$ cat src/rtl/irq_sum_pkg.sv
package irq_sum_pkg;
  localparam int REG_W     = 8;
  localparam int BIT_CONN  = 3;
  localparam int BIT_ONFLY = 2;
  localparam int BIT_BUSP  = 1;
  localparam int BIT_DMAP  = 0;

  // number of REG_W-wide registers needed to hold n sources
  function automatic int regs_for(input int n);
    return (n + REG_W - 1) / REG_W;
  endfunction

  // register index (1-based after the summary) that holds bus source i
  function automatic int bus_reg_of(input int i);
    return 1 + i / REG_W;
  endfunction

  function automatic logic [REG_W-1:0] pack_summary(input logic conn,
                                                    input logic onfly,
                                                    input logic busp,
                                                    input logic dmap);
    logic [REG_W-1:0] s;
    s = '0;
    s[BIT_CONN]  = conn;
    s[BIT_ONFLY] = onfly;
    s[BIT_BUSP]  = busp;
    s[BIT_DMAP]  = dmap;
    return s;
  endfunction
endpackage

$ cat src/rtl/irqs_conn_flag.sv
module irqs_conn_flag (
  input  logic clk,
  input  logic rst,
  input  logic sel_done_i,
  input  logic bus_sel_i,
  input  logic arb_win_i,
  input  logic low_level_i,
  input  logic link_drop_i,
  output logic conn_o
);
  logic conn_q;
  logic conn_set;

  assign conn_set = sel_done_i | bus_sel_i | (arb_win_i & low_level_i);

  always_ff @(posedge clk) begin
    if (rst)              conn_q <= 1'b0;
    else if (link_drop_i) conn_q <= 1'b0;
    else if (conn_set)    conn_q <= 1'b1;
  end

  assign conn_o = conn_q;
endmodule

$ cat src/rtl/irqs_onfly_flag.sv
module irqs_onfly_flag (
  input  logic clk,
  input  logic rst,
  input  logic set_i,
  input  logic clr_i,
  output logic flag_o
);
  logic flag_q;

  always_ff @(posedge clk) begin
    if (rst)        flag_q <= 1'b0;
    else if (set_i) flag_q <= 1'b1;
    else if (clr_i) flag_q <= 1'b0;
  end

  assign flag_o = flag_q;
endmodule

$ cat src/rtl/irqs_sticky_bank.sv
module irqs_sticky_bank #(
  parameter int W = 8
) (
  input  logic         clk,
  input  logic         rst,
  input  logic [W-1:0] ev_i,
  input  logic [W-1:0] clr_i,
  output logic [W-1:0] q_o
);
  logic [W-1:0] q;

  for (genvar b = 0; b < W; b++) begin : g_bit
    always_ff @(posedge clk) begin
      if (rst)          q[b] <= 1'b0;
      else if (ev_i[b]) q[b] <= 1'b1;
      else if (clr_i[b]) q[b] <= 1'b0;
    end
  end

  assign q_o = q;
endmodule

$ cat src/rtl/irq_status_summary.sv
module irq_status_summary
  import irq_sum_pkg::*;
#(
  parameter int BUS_SRC = 11,
  parameter int DMA_SRC = 6,
  localparam int BUS_REGS = (BUS_SRC + 7) / 8,
  localparam int AW = $clog2(BUS_REGS + 2)
) (
  input  logic               clk,
  input  logic               rst,
  input  logic               sel_done_i,
  input  logic               bus_sel_i,
  input  logic               arb_win_i,
  input  logic               low_level_i,
  input  logic               link_drop_i,
  input  logic               onfly_set_i,
  input  logic [BUS_SRC-1:0] bus_ev_i,
  input  logic [DMA_SRC-1:0] dma_ev_i,
  input  logic [AW-1:0]      reg_addr_i,
  input  logic               reg_rd_i,
  input  logic               reg_wr_i,
  input  logic [7:0]         reg_wdata_i,
  output logic [7:0]         reg_rdata_o,
  output logic               irq_o
);
  localparam int BUS_PAD_W = BUS_REGS * REG_W;
  localparam int DMA_ADDR  = BUS_REGS + 1;

  // named internal events, observed by the checker
  logic               conn_q;
  logic               onfly_q;
  logic               onfly_clr;
  logic [BUS_SRC-1:0] bus_det;
  logic [DMA_SRC-1:0] dma_det;
  logic [BUS_SRC-1:0] bus_clr;
  logic [DMA_SRC-1:0] dma_clr;
  logic               bus_pend;
  logic               dma_pend;
  logic               sum_sel;
  logic               dma_sel;
  logic [BUS_PAD_W-1:0] bus_pad;
  logic               wdata_unused;

  assign sum_sel = (reg_addr_i == AW'(0));
  assign dma_sel = (reg_addr_i == AW'(DMA_ADDR));
  assign onfly_clr = reg_wr_i & sum_sel & reg_wdata_i[BIT_ONFLY];
  assign wdata_unused = ^{reg_wdata_i[7:BIT_ONFLY+1], reg_wdata_i[BIT_ONFLY-1:0]};

  irqs_conn_flag u_conn (
    .clk        (clk),
    .rst        (rst),
    .sel_done_i (sel_done_i),
    .bus_sel_i  (bus_sel_i),
    .arb_win_i  (arb_win_i),
    .low_level_i(low_level_i),
    .link_drop_i(link_drop_i),
    .conn_o     (conn_q)
  );

  irqs_onfly_flag u_onfly (
    .clk   (clk),
    .rst   (rst),
    .set_i (onfly_set_i),
    .clr_i (onfly_clr),
    .flag_o(onfly_q)
  );

  for (genvar i = 0; i < BUS_SRC; i++) begin : g_bus_clr
    assign bus_clr[i] = reg_rd_i & (reg_addr_i == AW'(bus_reg_of(i)));
  end
  assign dma_clr = {DMA_SRC{reg_rd_i & dma_sel}};

  irqs_sticky_bank #(.W(BUS_SRC)) u_bus_bank (
    .clk  (clk),
    .rst  (rst),
    .ev_i (bus_ev_i),
    .clr_i(bus_clr),
    .q_o  (bus_det)
  );

  irqs_sticky_bank #(.W(DMA_SRC)) u_dma_bank (
    .clk  (clk),
    .rst  (rst),
    .ev_i (dma_ev_i),
    .clr_i(dma_clr),
    .q_o  (dma_det)
  );

  assign bus_pend = |bus_det;
  assign dma_pend = |dma_det;
  assign bus_pad  = BUS_PAD_W'(bus_det);

  always_comb begin
    reg_rdata_o = '0;
    if (sum_sel) begin
      reg_rdata_o = pack_summary(conn_q, onfly_q, bus_pend, dma_pend);
    end else if (dma_sel) begin
      reg_rdata_o = REG_W'(dma_det);
    end else begin
      for (int r = 0; r < BUS_REGS; r++) begin
        if (reg_addr_i == AW'(r + 1)) reg_rdata_o = bus_pad[r*REG_W +: REG_W];
      end
    end
  end

  assign irq_o = onfly_q | bus_pend | dma_pend;
endmodule

$ cat config.mk
export PLATFORM = sky130hd
export DESIGN_NAME = irq_status_summary
export DESIGN_NICKNAME = d
export VERILOG_FILES = /design/src/rtl/irq_sum_pkg.sv /design/src/rtl/irqs_conn_flag.sv /design/src/rtl/irqs_onfly_flag.sv /design/src/rtl/irqs_sticky_bank.sv /design/src/rtl/irq_status_summary.sv
export SDC_FILE = /design/constraint.sdc
export NUM_CORES = 1
export LEC_CHECK = 0
export BUFFER_PORTS_ARGS = -buffer_cell sky130_fd_sc_hd__buf_2
export CORE_MARGIN = 2
export CORE_UTILIZATION = 38
export CTS_CLUSTER_SIZE = 8
export DETAILED_ROUTE_END_ITERATION = 8
export GPL_TIMING_DRIVEN = 0
export PLACE_DENSITY = 0.74
export SYNTH_ARGS = -nofsm -noshare
export SYNTH_HDL_FRONTEND = slang
export SYNTH_SLANG_ARGS = --single-unit
$ cat constraint.sdc
create_clock -name clk -period 1.5 [get_ports clk]
set_clock_uncertainty 0.1 [all_clocks]
set_input_delay 0.3 -clock clk [delete_from_list [all_inputs] [get_ports clk]]
set_output_delay 0.3 -clock clk [all_outputs]
set_load 0.05 [all_outputs]
### Word level (Yosys, flattened, before mapping)

Cells that the tools add are included.

* flip-flop bits (word level): 19
* bits in latches: 0
* bits in writable memories: 0
* memory bits (read-only): 0
* input port bits: 37
* output and inout port bits: 9
* logic and storage cells: 80
* memories kept: 0

* add/sub/neg operators: 0
* multipliers: 0
* div/mod/pow operators: 0
* magnitude comparators: 0
* equality and inequality tests: 3
* shifts and indexed selects: 0
* mux-type cells: 26
* bitwise operators: 10
* reduce and logical (&&, ||, !) cells: 22

Operators with widths (count)
* 2-bit nonzero test: 18
* 8-bit two-way mux: 4
* 1-bit two-way mux: 22
* 11-bit OR reduction: 1
* 1-bit AND: 6
* 6-bit OR reduction: 1
* 2-bit equality test, second input constant: 2
* 1-bit bitwise OR: 4
* 2-bit by 1-bit equality test with 1-bit output, second input constant: 1
* 2-bit logical NOT: 1
* 2-bit OR reduction: 1

### Depth between registers and ports, before layout

* word-level depth: 5
* depth in mapped cells: 4
* mapped depth without buffers: 3

### Hierarchy

Synthesis repeated with hierarchy kept, for this count alone.

* cells, all modules: 105
* area, all modules: 1001.0 um2

Modules (own cells, without submodules)
* irqs_sticky_bank (u_bus_bank): instances 1, cells each 45, area each 434.2 um2, sequential area each 220.2 um2
* irqs_sticky_bank (u_dma_bank): instances 1, cells each 24, area each 255.2 um2, sequential area each 120.1 um2
* irq_status_summary: instances 1, cells each 29, area each 232.7 um2, sequential area each 0.0 um2
* irqs_conn_flag: instances 1, cells each 3, area each 40.0 um2, sequential area each 20.0 um2
* irqs_onfly_flag: instances 1, cells each 4, area each 38.8 um2, sequential area each 20.0 um2

### Least setup slack after synthesis

No wires, ideal clock.

* kind: input -> output
* start point: in reg_addr_i[0]
* end point: out reg_rdata_o[3]
* data arrival time: 1658 ps
* data required time: 1100 ps
* path slack: -558 ps
* stages on the path: 3
* path buffers: 1
* cell sequence: buf_2 -> mux2i_1 -> o21ai_0

* cells in the longest elaborated chain, start to end: 5
* elaborated cells on any way between the ends: 8
* classes of those cells: eq/ne (3); mux (4); reduce/logical (1)

Ends and longest elaborated chain
* start: declaration: line irq_status_summary.sv:19 `input logic [AW-1:0] reg_addr_i,`
* 2-bit by 1-bit equality test with 1-bit output: line irq_status_summary.sv:101 `if (reg_addr_i == AW'(r + 1)) reg_rdata_o = bus_pad[r*REG_W +: REG_W];`
* 8-bit two-way mux (2 in a row): line irq_status_summary.sv:101
* 8-bit two-way mux: line irq_status_summary.sv:97 `end else if (dma_sel) begin`
* 8-bit two-way mux *: line irq_status_summary.sv:95 `if (sum_sel) begin`
* end: declaration: line irq_status_summary.sv:23 `output logic [7:0] reg_rdata_o,`

Every way passes the cells marked *; elsewhere a longest branch is shown, timed or not.

### Worst setup path in the final report

* start point: reg u_bus_bank.q[7] (netlist: u_bus_bank.q_o[7])
* end point: out reg_rdata_o[1]

* cells in the longest elaborated chain, start to end: 2

Ends and longest elaborated chain
* start: declaration: line irqs_sticky_bank.sv:10 `logic [W-1:0] q;`
* start signal: indexed assignment: line irqs_sticky_bank.sv:14 `if (rst) q[b] <= 1'b0;`
* start signal: indexed assignment: line irqs_sticky_bank.sv:15 `else if (ev_i[b]) q[b] <= 1'b1;`
* start signal: indexed assignment: line irqs_sticky_bank.sv:16 `else if (clr_i[b]) q[b] <= 1'b0;`
* 11-bit OR reduction: line irq_status_summary.sv:89 `assign bus_pend = |bus_det;`
* 8-bit two-way mux: line irq_status_summary.sv:95

Every way passes these cells.

==> flow_metrics.env <==
export IMPL_vias_per_cell=5.04
export IMPL_final_antenna_net_count=0
export IMPL_yosysUniqueCellTypes=20
export IMPL_async_flop_share=0
export IMPL_drc=0
export IMPL_wl_mm=2.06
export IMPL_cts_root_buf="clkbuf_4"
export IMPL_final_layout_size_suffix_gt1_frac=0.542
export IMPL_rsz0062_at_grt="yes"
export IMPL_io_pins=46
export IMPL_path_max_fanout=2
export IMPL_cts_made_buffers=3
export IMPL_finalCriticalPeriod_ps=2120
export IMPL_gr_usage_met3=0.0273
export IMPL_ir_drop_uv=475
export IMPL_synth_edf_count=0
export IMPL_antenna_found_initial=0
export IMPL_antenna_cells=0
export IMPL_total_power_w=0.00111
export IMPL_critPathKind="reg2out"
export IMPL_power_density_mw_per_mm2=924
export IMPL_grt_usage=0.178
export IMPL_core_mm2=0.00196
export IMPL_finalSetupViolCount=5
export IMPL_place_congestion=0.789
export IMPL_hold_slack_ps=50.7
export IMPL_tritoncts="yes"
export IMPL_fill_cells=163
export IMPL_max_cap_violations=0
export IMPL_grt_pass1_wl_mm=3.36
export IMPL_die_y_um=49.8
export IMPL_grt_pass1_vias=748
export IMPL_period_share=1.41
export IMPL_total_leakage_power_nw=0.523
export IMPL_syn_nets=122
export IMPL_cp_required_ps=1100
export IMPL_grt_max_degree=11
export IMPL_synth_warning_count=0
export IMPL_dp_hpwl_mm=1.50
export IMPL_syn_avg_cell_area_um2=9.39
export IMPL_maxSlewHeadroom=0.679
export IMPL_tightest_slew_ps=481
export IMPL_gr_usage_met2=0.302
export IMPL_dieArea_mm2=0.00248
export IMPL_synth_seq_area_share=0.476
export IMPL_overflow=0
export IMPL_fin_nets=169
export IMPL_max_freq_mhz=472
export IMPL_hold_path_class="in2reg"
export IMPL_insertion_delay_ps=290
export IMPL_synth_area_um2=798
export IMPL_layout_setup_ws_ps=-620
export IMPL_drt_initial_drc_count=9
export IMPL_numClockSinks=19
export IMPL_fp_dieW_um=49.8
export IMPL_drv_slew=0
export IMPL_area_growth_pct=50.5
export IMPL_wl_per_cell_um=13.1
export IMPL_grt_use_met1=0.220
export IMPL_synth_seq_cells=19
export IMPL_globalRoute_busiestLayer="met2"
export IMPL_dr_pass1_iters=5
export IMPL_start_util=0.407
export IMPL_path_clk_slew_ps=100
export IMPL_end_kind="output pin"
export IMPL_violations="negative setup slack"
export IMPL_worstPathArrival_ps=1720
export IMPL_hold_viol_final=0
export IMPL_cts_max_path_buffers=2
export IMPL_portBuffers=37
export IMPL_startpoint_type="register"
export IMPL_vias=796
export IMPL_rows=16
export IMPL_cts_hold_buf=0
export IMPL_synthFlopType="dfxtp_1"
export IMPL_status="finished with violations"
export IMPL_postSynthCellCount=85
export IMPL_cts_max_level=1
==> cell usage in the layout, fill, tap and decap left out <==
cell,instances
clkbuf_4,4
dfxtp_2,12
nor2b_2,2
dfxtp_4,1
buf_4,4
nand2_1,1
buf_2,29
a21oi_1,18
nand3_1,3
or3_4,1
and3b_1,2
a2111oi_0,1
nor2_1,19
mux2i_1,1
mux4_2,3
mux2i_2,2
nor3_1,2
nor4_4,1
nand3b_1,2
nor4_2,2
buf_6,7
nand4bb_1,1
dfxtp_1,6
buf_8,3
o21ai_1,1
clkbuf_1,3
==> per-layer routing <==
metal | wire length (µm) | vias up
met4 | 29 | 0
met5 | 0 | -
li1 | - | 399
met3 | 132 | 4
met2 | 1030 | 37
met1 | 869 | 356
==> logic make-up after synthesis <==
family	after synthesis	share of synthesized area
buffers and inverters	4	0.0219
flip-flops	19	0.476
AO/OA/AOI/OAI	20	0.130
multiplexers	6	0.127
AND/OR/NAND/NOR	36	0.245
==> cell type report <==
cell class / instances / area (µm²) / area share
Buffer: 4 / 23.8 / 0.0198
Clock buffer: 4 / 26.3 / 0.0219
Multi-Input combinational cell: 62 / 428 / 0.356
Sequential cell: 19 / 399 / 0.332
Tap cell: 27 / 33.8 / 0.0281
Timing Repair Buffer: 42 / 290 / 0.242
==> state kept, by name, summed over array words and instances (netlist names) <==
register / flops
u_onfly.flag_o: 1
u_bus_bank.q_o: 11
u_dma_bank.q_o: 6
u_conn.conn_o: 1
==> cells in the mapped netlist (2+ instances only) <==
library cell,instances,area (µm²)
dfxtp_1,19,380
nor2_1,19,71.3
a21oi_1,18,90.1
mux2i_1,3,30.0
nand3_1,3,15.0
and3b_1,2,17.5
buf_2,2,10.0
clkbuf_1,2,7.51
mux4_2,2,45.0
nand3b_1,2,15.0
nor2b_1,2,12.5
nor3_1,2,10.0
nor4_2,2,25.0
==> power by group <==
| group | internal [W] | total, W | switching (W) |
|---|---|---|---|
| Clock | 0.000104 | 0.000252 | 0.000149 |
| Sequential | 0.000546 | 0.000580 | 0.0000342 |
| Combinational | 0.000134 | 0.000277 | 0.000143 |
==> worst paths after layout <==
kind                     startpoint  depth (start not counted)                end  slack (ps)
setup reg to reg      u_conn.conn_o                          2      u_conn.conn_o         510
hold / removal          link_drop_i                          2      u_conn.conn_o          50
setup / recovery  u_bus_bank.q_o[7]                          4     reg_rdata_o[1]        -620
hold reg to reg   u_bus_bank.q_o[3]                          2  u_bus_bank.q_o[3]         420
==> metrics by stage <==
stage / setup TNS, ps / util / cell area [µm²] / std cells / setup WS, ps
after floorplan: -493 / - / 807 / 85 / -179
after global placement: -1110 / 0.523 / 1030 / 149 / -373
after detailed placement: -1200 / 0.523 / 1030 / 149 / -395
after CTS: -1950 / 0.586 / 1150 / 157 / -622
after global routing: -2340 / 0.612 / 1200 / 158 / -709
final: -1950 / 0.612 / 1200 / 158 / -620
==> what timing repair did <==
action                                  in CTS  in global routing
endpoints found under the setup margin       7                  9
buffers inserted                             4                  2
resized for setup                           22                 18
pin swaps                                    3                  4
==> critical path, cell delays in order, from the launching register on <==
cell	delay (ps)
dfxtp_2	340
nor4_2	290
nand3_1	120
mux4_2	500
buf_8	170
(Power assumes the default switching activity.)
